[config.mk]
export PLATFORM = sky130hd
export DESIGN_NAME = hostIndexPort
export DESIGN_NICKNAME = d
export VERILOG_FILES = /design/src/rtl/hip_pkg.sv /design/src/rtl/hipSync.sv /design/src/rtl/hipCtrl.sv /design/src/rtl/hipDatapath.sv /design/src/rtl/hostIndexPort.sv
export SDC_FILE = /design/constraint.sdc
export NUM_CORES = 1
export LEC_CHECK = 0
export ABC_AREA = 1
export CORE_ASPECT_RATIO = 1.4
export CORE_MARGIN = 3
export CORE_UTILIZATION = 45
export DETAILED_ROUTE_END_ITERATION = 12
export PLACE_DENSITY = 0.89
export SYNTH_ARGS = -nofsm -noshare
export SYNTH_HDL_FRONTEND = slang
export SYNTH_SLANG_ARGS = --single-unit
[constraint.sdc]
create_clock -name clk -period 2.5 [get_ports clk]
set_clock_uncertainty 0.1 [all_clocks]
set_input_delay 0.625 -clock clk [delete_from_list [all_inputs] [get_ports clk]]
set_output_delay 0.625 -clock clk [all_outputs]
set_load 0.005 [all_outputs]
[src/rtl/hip_pkg.sv]
package hip_pkg;
  typedef enum logic [1:0] {
    LOC_FIFO   = 2'b00,
    LOC_PTR_HI = 2'b01,
    LOC_PTR_LO = 2'b10,
    LOC_WIN    = 2'b11
  } hipLoc_e;

  typedef enum logic [1:0] {
    ST_IDLE,
    ST_WAIT,
    ST_GRAB,
    ST_ACK
  } hipState_e;

  // control -> datapath strobes
  typedef struct packed {
    logic    issueRd;
    logic    grabRd;
    logic    holdWrData;
    logic    commitWr;
    logic    driveBus;
    hipLoc_e loc;
  } hipStrobe_t;
endpackage

[src/rtl/hipSync.sv]
module hipSync #(
  parameter int WIDTH = 3,
  parameter int STAGES = 2,
  parameter logic [WIDTH-1:0] RESET_VAL = '1
) (
  input  logic             clk,
  input  logic             rstN,
  input  logic [WIDTH-1:0] asyncIn,
  output logic [WIDTH-1:0] syncOut
);
  logic [STAGES-1:0][WIDTH-1:0] chain;

  always_ff @(posedge clk or negedge rstN) begin
    if (!rstN) begin
      for (int s = 0; s < STAGES; s++) chain[s] <= RESET_VAL;
    end else begin
      chain[0] <= asyncIn;
      for (int s = 1; s < STAGES; s++) chain[s] <= chain[s-1];
    end
  end

  assign syncOut = chain[STAGES-1];
endmodule

[src/rtl/hipCtrl.sv]
module hipCtrl
  import hip_pkg::*;
(
  input  logic       clk,
  input  logic       rstN,
  input  logic       csSyncN,
  input  logic       rdSyncN,
  input  logic       wrSyncN,
  input  logic [1:0] hostAddr,
  input  logic       fifoModeEn,
  input  logic       fifoFull,
  input  logic       fifoEmpty,
  output hipStrobe_t strb,
  output logic       hostAck
);
  hipState_e state, nextState;
  hipLoc_e   locQ;
  logic      isRead;
  logic      rdAct, wrAct, startAcc, strobeHeld, fifoBusy;

  assign rdAct      = !csSyncN && !rdSyncN;
  assign wrAct      = !csSyncN && !wrSyncN;
  assign startAcc   = rdAct ^ wrAct;
  assign strobeHeld = isRead ? rdAct : wrAct;
  assign fifoBusy   = (locQ == LOC_FIFO) && fifoModeEn && (isRead ? fifoEmpty : fifoFull);

  always_ff @(posedge clk or negedge rstN) begin
    if (!rstN) begin
      state  <= ST_IDLE;
      locQ   <= LOC_FIFO;
      isRead <= 1'b0;
    end else begin
      state <= nextState;
      if (state == ST_IDLE && startAcc) begin
        locQ   <= hipLoc_e'(hostAddr);
        isRead <= rdAct;
      end
    end
  end

  always_comb begin
    nextState       = state;
    strb            = '0;
    strb.loc        = locQ;
    unique case (state)
      ST_IDLE: if (startAcc) nextState = ST_WAIT;
      ST_WAIT: begin
        if (!strobeHeld) nextState = ST_IDLE;
        else if (!fifoBusy) begin
          if (isRead) begin
            strb.issueRd = 1'b1;
            nextState    = ST_GRAB;
          end else begin
            nextState = ST_ACK;
          end
        end
      end
      ST_GRAB: begin
        strb.grabRd = 1'b1;
        nextState   = ST_ACK;
      end
      ST_ACK: begin
        strb.driveBus   = isRead;
        strb.holdWrData = !isRead && strobeHeld;
        if (!strobeHeld) begin
          strb.commitWr = !isRead;
          nextState     = ST_IDLE;
        end
      end
      default: nextState = ST_IDLE;
    endcase
  end

  assign hostAck = (state == ST_ACK);


  ack_after_strobe_chk: assert property (@(posedge clk) disable iff (!rstN)
    $rose(hostAck) |-> $past(rdAct || wrAct));

  ack_drop_on_release_chk: assert property (@(posedge clk) disable iff (!rstN)
    $fell(hostAck) |-> $past(!strobeHeld));

  ack_fifo_busy_chk: assert property (@(posedge clk) disable iff (!rstN)
    (state == ST_WAIT && fifoBusy) |=> !hostAck);
endmodule

[src/rtl/hipDatapath.sv]
module hipDatapath
  import hip_pkg::*;
#(
  parameter int DATA_W = 8,
  parameter int ADDR_W = 10
) (
  input  logic              clk,
  input  logic              rstN,
  input  hipStrobe_t        strb,
  input  logic              fifoModeEn,
  input  logic              fifoFull,
  input  logic              fifoEmpty,
  input  logic [DATA_W-1:0] hostDataIn,
  output logic [DATA_W-1:0] hostDataOut,
  output logic              hostDataOe,
  output logic [ADDR_W-1:0] regAddr,
  output logic              regWrEn,
  output logic              regRdEn,
  output logic [DATA_W-1:0] regWrData,
  input  logic [DATA_W-1:0] regRdData,
  output logic              fifoWrEn,
  output logic              fifoRdEn,
  output logic [DATA_W-1:0] fifoWrData,
  input  logic [DATA_W-1:0] fifoRdData
);
  localparam int HI_W = ADDR_W - DATA_W;

  logic [HI_W-1:0]   ptrHi;
  logic [DATA_W-1:0] ptrLo;
  logic [DATA_W-1:0] wrHold;
  logic [DATA_W-1:0] rdLatch;
  logic              fifoOn, winSel;

  assign fifoOn = (strb.loc == LOC_FIFO) && fifoModeEn;
  assign winSel = (strb.loc == LOC_WIN);

  always_ff @(posedge clk or negedge rstN) begin
    if (!rstN) begin
      ptrHi   <= '0;
      ptrLo   <= '0;
      wrHold  <= '0;
      rdLatch <= '0;
    end else begin
      if (strb.holdWrData) wrHold <= hostDataIn;
      if (strb.commitWr && strb.loc == LOC_PTR_HI) ptrHi <= wrHold[HI_W-1:0];
      if (strb.commitWr && strb.loc == LOC_PTR_LO) ptrLo <= wrHold;
      if (strb.grabRd) begin
        if (winSel)      rdLatch <= regRdData;
        else if (fifoOn) rdLatch <= fifoRdData;
        else             rdLatch <= '0;
      end
    end
  end

  assign regAddr     = {ptrHi, ptrLo};
  assign regWrEn     = strb.commitWr && winSel;
  assign regRdEn     = strb.issueRd && winSel;
  assign fifoWrEn    = strb.commitWr && fifoOn;
  assign fifoRdEn    = strb.issueRd && fifoOn;
  assign regWrData   = wrHold;
  assign fifoWrData  = wrHold;
  assign hostDataOut = rdLatch;
  assign hostDataOe  = strb.driveBus;


  no_push_full_chk: assert property (@(posedge clk) disable iff (!rstN)
    fifoWrEn |-> !fifoFull);

  no_pop_empty_chk: assert property (@(posedge clk) disable iff (!rstN)
    fifoRdEn |-> !fifoEmpty);

  wr_pulse_chk: assert property (@(posedge clk) disable iff (!rstN)
    (regWrEn || fifoWrEn) |=> !(regWrEn || fifoWrEn));

  rd_pulse_chk: assert property (@(posedge clk) disable iff (!rstN)
    (regRdEn || fifoRdEn) |=> !(regRdEn || fifoRdEn));

  ptr_stable_chk: assert property (@(posedge clk) disable iff (!rstN)
    (regWrEn || regRdEn) |=> $stable(regAddr));
endmodule

[src/rtl/hostIndexPort.sv]
module hostIndexPort
  import hip_pkg::*;
#(
  parameter int DATA_W = 8,
  parameter int ADDR_W = 10,
  parameter int SYNC_STAGES = 2
) (
  input  logic              clk,
  input  logic              rstN,
  input  logic              hostCsN,
  input  logic              hostRdN,
  input  logic              hostWrN,
  input  logic [1:0]        hostAddr,
  input  logic [DATA_W-1:0] hostDataIn,
  output logic [DATA_W-1:0] hostDataOut,
  output logic              hostDataOe,
  output logic              hostAck,
  input  logic              fifoModeEn,
  output logic [ADDR_W-1:0] regAddr,
  output logic              regWrEn,
  output logic              regRdEn,
  output logic [DATA_W-1:0] regWrData,
  input  logic [DATA_W-1:0] regRdData,
  output logic              fifoWrEn,
  output logic              fifoRdEn,
  output logic [DATA_W-1:0] fifoWrData,
  input  logic [DATA_W-1:0] fifoRdData,
  input  logic              fifoFull,
  input  logic              fifoEmpty
);
  logic [2:0] strobeSync;
  hipStrobe_t strb;

  hipSync #(.WIDTH(3), .STAGES(SYNC_STAGES), .RESET_VAL(3'b111)) uSync (
    .clk(clk), .rstN(rstN),
    .asyncIn({hostCsN, hostRdN, hostWrN}),
    .syncOut(strobeSync)
  );

  hipCtrl uCtrl (
    .clk(clk), .rstN(rstN),
    .csSyncN(strobeSync[2]), .rdSyncN(strobeSync[1]), .wrSyncN(strobeSync[0]),
    .hostAddr(hostAddr), .fifoModeEn(fifoModeEn),
    .fifoFull(fifoFull), .fifoEmpty(fifoEmpty),
    .strb(strb), .hostAck(hostAck)
  );

  hipDatapath #(.DATA_W(DATA_W), .ADDR_W(ADDR_W)) uPath (
    .clk(clk), .rstN(rstN), .strb(strb), .fifoModeEn(fifoModeEn),
    .fifoFull(fifoFull), .fifoEmpty(fifoEmpty),
    .hostDataIn(hostDataIn), .hostDataOut(hostDataOut), .hostDataOe(hostDataOe),
    .regAddr(regAddr), .regWrEn(regWrEn), .regRdEn(regRdEn),
    .regWrData(regWrData), .regRdData(regRdData),
    .fifoWrEn(fifoWrEn), .fifoRdEn(fifoRdEn),
    .fifoWrData(fifoWrData), .fifoRdData(fifoRdData)
  );


  oe_only_acked_chk: assert property (@(posedge clk) disable iff (!rstN)
    hostDataOe |-> hostAck);
endmodule

### After elaboration in Yosys (flattened, before gate mapping)

Cells that the tools add are included.

* eq/ne operators: 9
* muxes and demuxes: 17
* bitwise logic cells: 1
* reductions and logical operators: 19

Operators by type and width (number)
* 8-bit 2-to-1 mux: 2
* 1-bit logical AND: 12
* 1-bit 2-to-1 mux: 9
* 2-bit == test, second input constant: 4
* 2-bit 2-to-1 mux: 4
* 2-bit case mux with 4 select lines: 1
* 2-bit by 1-bit == test with 1-bit output, second input constant: 2
* 1-bit logical NOT: 4
* 2-bit logical NOT: 2
* 3-bit 2-to-1 mux: 1
* 3-bit != test, second input constant: 1
* 3-bit AND reduction: 1
* 2-bit by 1-bit != test with 1-bit output, second input constant: 1
* 2-bit != test, second input constant: 1
* 1-bit bitwise XOR: 1

* flip-flop bits (word level): 37
* input port bits: 34
* output and inout port bits: 40
* logic and storage cells: 55

### Longest topological paths before layout

* depth after elaboration: 7
* gate-level depth with buffers: 9
* depth with buffers taken out: 9

### Modules after synthesis

From an unflattened synthesis, not the netlist that was laid out.

* cell total of the unflattened synthesis: 211
* area total of the unflattened synthesis: 1788.0 um2

Modules (own cells, without submodules)
* hipDatapath: times used 1, cells each 146, area each 1226.2 um2, seq. area each 650.6 um2
* hipCtrl: times used 1, cells each 56, area each 381.6 um2, seq. area each 125.1 um2
* hipSync: times used 1, cells each 9, area each 180.2 um2, seq. area each 157.7 um2

### Worst setup path before layout

Ideal clock, no wire load.

* path type: in2out
* start: in fifoModeEn
* end: out fifoRdEn
* arrival: 1219 ps
* required time: 1775 ps
* setup slack: 556 ps
* cell stages on the path: 6
* path through: inv_1 nor3_1 buf_2 nand2_1 nand4_1 nor2_1

* longest elaborated chain between the ends: 6

RTL lines
* start: declaration: RTL line hostIndexPort.sv:18 `input logic fifoModeEn,`
* 1-bit logical AND (*): RTL line hipCtrl.sv:25, hipDatapath.sv:34
* 1-bit logical AND: RTL line hipCtrl.sv:25 `assign fifoBusy = (locQ == LOC_FIFO) && fifoModeEn && (isRead ? fifoEmpty : fifoFull);`
* 1-bit 2-to-1 mux: RTL line hipCtrl.sv:49 `else if (!fifoBusy) begin`
* 1-bit 2-to-1 mux: RTL line hipCtrl.sv:48 `if (!strobeHeld) nextState = ST_IDLE;`
* 1-bit 2-to-1 mux: RTL line hipCtrl.sv:45 `unique case (state)`
* 1-bit logical AND (*): RTL line hipDatapath.sv:59 `assign fifoRdEn = strb.issueRd && fifoOn;`
* end: declaration: RTL line hostIndexPort.sv:25 `output logic fifoRdEn,`

Mark *: on every way between the ends. The rest lies on a longest branch, timed or not.

### Final worst setup path

* start: in fifoModeEn
* end: out fifoWrEn

* longest elaborated chain between the ends: 2

RTL lines
* 1-bit logical AND: RTL line hipDatapath.sv:34 `assign fifoOn = (strb.loc == LOC_FIFO) && fifoModeEn;`
* 1-bit logical AND: RTL line hipDatapath.sv:58 `assign fifoWrEn = strb.commitWr && fifoOn;`
* end: declaration: RTL line hostIndexPort.sv:24 `output logic fifoWrEn,`

No other way between the ends.

==> impl_metrics.py <==
metrics = {
    "power": {
        "max-vdd-ir-drop_v": 0.0007997,
        "powerDensity_nw_per_um2": 1130,
        "leakage_uw": 0.001167,
    },
    "logic_synthesis": {
        "ys_async_sr_fraction_pct": 100.0,
        "synth_area_um2": 1673,
        "synth.largest_area_cell": "dfrtp_1",
        "syn_inst": 181,
        "ys_warn_count": 0,
        "synth.ff_latch_count": 37,
        "synth_top_area_share_pct": 46.37,
        "synth_edf_count": 0,
        "syn_avg_cell_area_um2": 9.242,
        "synth.distinct_cells": 25,
        "synth_area_leaders": "dfrtp_1 (46%), nand2_1 (11%), dfstp_2 (9.4%)",
        "seq_area_frac_synth_pct": 55.80,
        "syn_nets": 215,
        "synth_ff_type": "dfrtp_1",
        "netlist_top_cells_count": "nand2_1 (51), dfrtp_1 (31), nor2_1 (22)",
        "yosysMostFrequentCell": "nand2_1",
    },
    "clock_network": {
        "cts_sinks": 37,
        "clock_path_buffers": 2,
        "path_clk_slew_ns": 0.07,
        "insertion_delay_ns": 0.29,
        "cts_made_buffers": 5,
        "cts.root.buffer_cell": "clkbuf_8",
        "cts_max_level": 2,
        "cts_hold_buf": 0,
        "cts_tree": "done",
    },
    "die": {
        "die_w_um": 57.53,
        "dieArea_um2": 4495,
        "coreArea_um2": 3472,
        "top_level_ports": 74,
        "fp.dieH_um": 78.14,
        "initial_core_util_pct": 48.18,
        "placementRows": 25,
    },
    "placement": {
        "place_congestion": 0.8667,
        "place_area_um2": 2381,
        "dp_hpwl_mm": 2.843,
        "portBuffers": 73,
    },
    "detailed_routing": {
        "dr.pass1.iters": 4,
        "ant_nets": 0,
        "drc": 0,
        "drt-vias-per-instance": 4.926,
        "wire_per_inst_um": 13.06,
        "drtIter0Drc": 43,
        "vias": 1468,
        "wl_mm": 3.893,
    },
    "final_layout": {
        "n_antenna_cell": 0,
        "fin_nets": 291,
        "drive_gt1_share_pct": 19.38,
        "utilization_pct": 73.44,
        "area_growth_pct": 52.43,
        "fin_area_um2": 2550,
    },
    "worst_setup_path": {
        "cp_slowest_cell": "nor3_4",
        "crit_arrival_ns": 1.67,
        "start_kind": "primary input",
        "worst-path-buf-inv": 5,
        "cpPeakStageDelay_ns": 0.25,
        "cp.required_ns": 1.77,
        "cpLargestDelayFamily": "buffers and inverters",
        "critical_path.cell_chain": "dlygate4sd2_1, inv_2, nor3_4, inv_1, buf_4, nor2_2, clkdlybuf4s15_2",
        "cp-end-kind": "primary output",
        "crit_fanout": 3,
        "crit_type": "in2out",
    },
    "sta": {
        "rsz0062_at_grt": "false",
        "fin_crit_sh_pct": 95.99,
        "final-setup-viol-count": 0,
        "slew_violations": 0,
        "layout_min_cycle_time_ns": 2.400,
        "hold_violations": 0,
        "slew_headroom_pct": 47.29,
        "max_freq_ghz": 0.4167,
        "worst_hold_slack_ns": 0.2577,
        "worstMarginPinSlew_ns": 0.7906,
    },
    "global_route": {
        "grt_max_degree": 38,
        "grt_pass1_wl_mm": 6.437,
        "grt_pass1_vias": 1522,
        "grt_overflow": 0,
        "grt.total_usage_pct": 18.27,
        "antenna_found_initial": 0,
    },
    "flow_run": {
        "maxCapViolations": 0,
    },
    "min_path": {
        "hp-class": "reg2reg",
    },
    "status": {
        "outcome": "completed",
    },
}
## final timing paths
path	from	to	slack [ns]	cells after the start
hold / removal	uSync.chain[0]	uSync.syncOut[0]	0.26	0
hold reg to reg	uSync.chain[0]	uSync.syncOut[0]	0.26	0
setup / recovery	fifoModeEn	fifoWrEn	0.10	7
setup reg to reg	uCtrl.state[0]	uPath.hostDataOut[4]	1.00	4
max in group asynchronous	rstN	uCtrl.state[0]	1.43	1
min in group asynchronous	rstN	uPath.fifoWrData[6]	0.31	1
## final cells by class
type | instances | area, µm²
sequential | 37 | 935.9
clock buffer | 6 | 82.58
tap | 40 | 50.05
fill | 238 | 922.1
inverter | 14 | 52.55
multi-input combinational | 117 | 605.6
clock inverter | 2 | 37.54
timing repair buffer | 82 | 785.8
## per-stage QoR
stage | power [µW] | cells | worst slack [ns] | TNS (ns)
after floorplan | 1638 | 181 | 0.5561 | 0
after global placement | 2265 | 285 | -0.3704 | -1.103
after detailed placement | 2301 | 285 | -0.5193 | -1.479
after CTS | 2882 | 296 | 0.01672 | 0
after global routing | 3083 | 298 | 0.04378 | 0
final | 2882 | 298 | 0.1004 | 0
## layer usage
layer / up-vias / GRT usage, % / routed length, µm
li1: 723 / - / -
met3: 10 / 7.237 / 421
met5: - / 0 / 0
met4: 0 / 8.353 / 82
met2: 70 / 32.35 / 1925
met1: 665 / 18.22 / 1463
## logic make-up after synthesis
| family | Yosys count | synth area share, % |
|---|---|---|
| simple gates | 91 | 23.86 |
| flops | 37 | 55.80 |
| buf+inv | 27 | 8.975 |
| compound gates | 22 | 8.227 |
| mux | 4 | 3.141 |
## placed cells by master (no fill, tap or decap), types with 3 or more instances in the layout
| master | count |
|---|---|
| buf_4 | 9 |
| clkdlybuf4s50_1 | 67 |
| nor2_2 | 3 |
| a31oi_1 | 8 |
| dfrtp_1 | 29 |
| inv_1 | 11 |
| dfstp_2 | 6 |
| a21oi_1 | 5 |
| clkbuf_8 | 6 |
| nand4_1 | 3 |
| inv_2 | 3 |
| o21ai_2 | 4 |
| nor2_1 | 21 |
| nand2_1 | 50 |
| nand3_1 | 7 |
## flip-flops by register name (all words and copies together), names as in the netlist, named ones only
signal and count:
uPath.hostDataOut 8, uPath.ptrHi 2, uCtrl.state 1, uPath.ptrLo 8, uPath.fifoWrData 8, uCtrl.isRead 1, uCtrl.locQ 2, uSync.syncOut 3
uSync.chain 3
## power breakdown
part           switching, µW  internal (µW)
clock network            210            324
registers                195            856
logic                    528            768
## worst reg2reg max path, cell delays in order, from the launching register on
cell	delay [ns]
dfrtp_2	0.44
buf_4	0.15
nor2_2	0.47
nor2_1	0.10
a31oi_1	0.16
## repair_timing
action,4_1_cts,5_1_grt
resized for setup,12,7
buffers inserted,3,2
setup endpoints to repair,4,3
pin swaps,3,2
(Power assumes the default switching activity.)
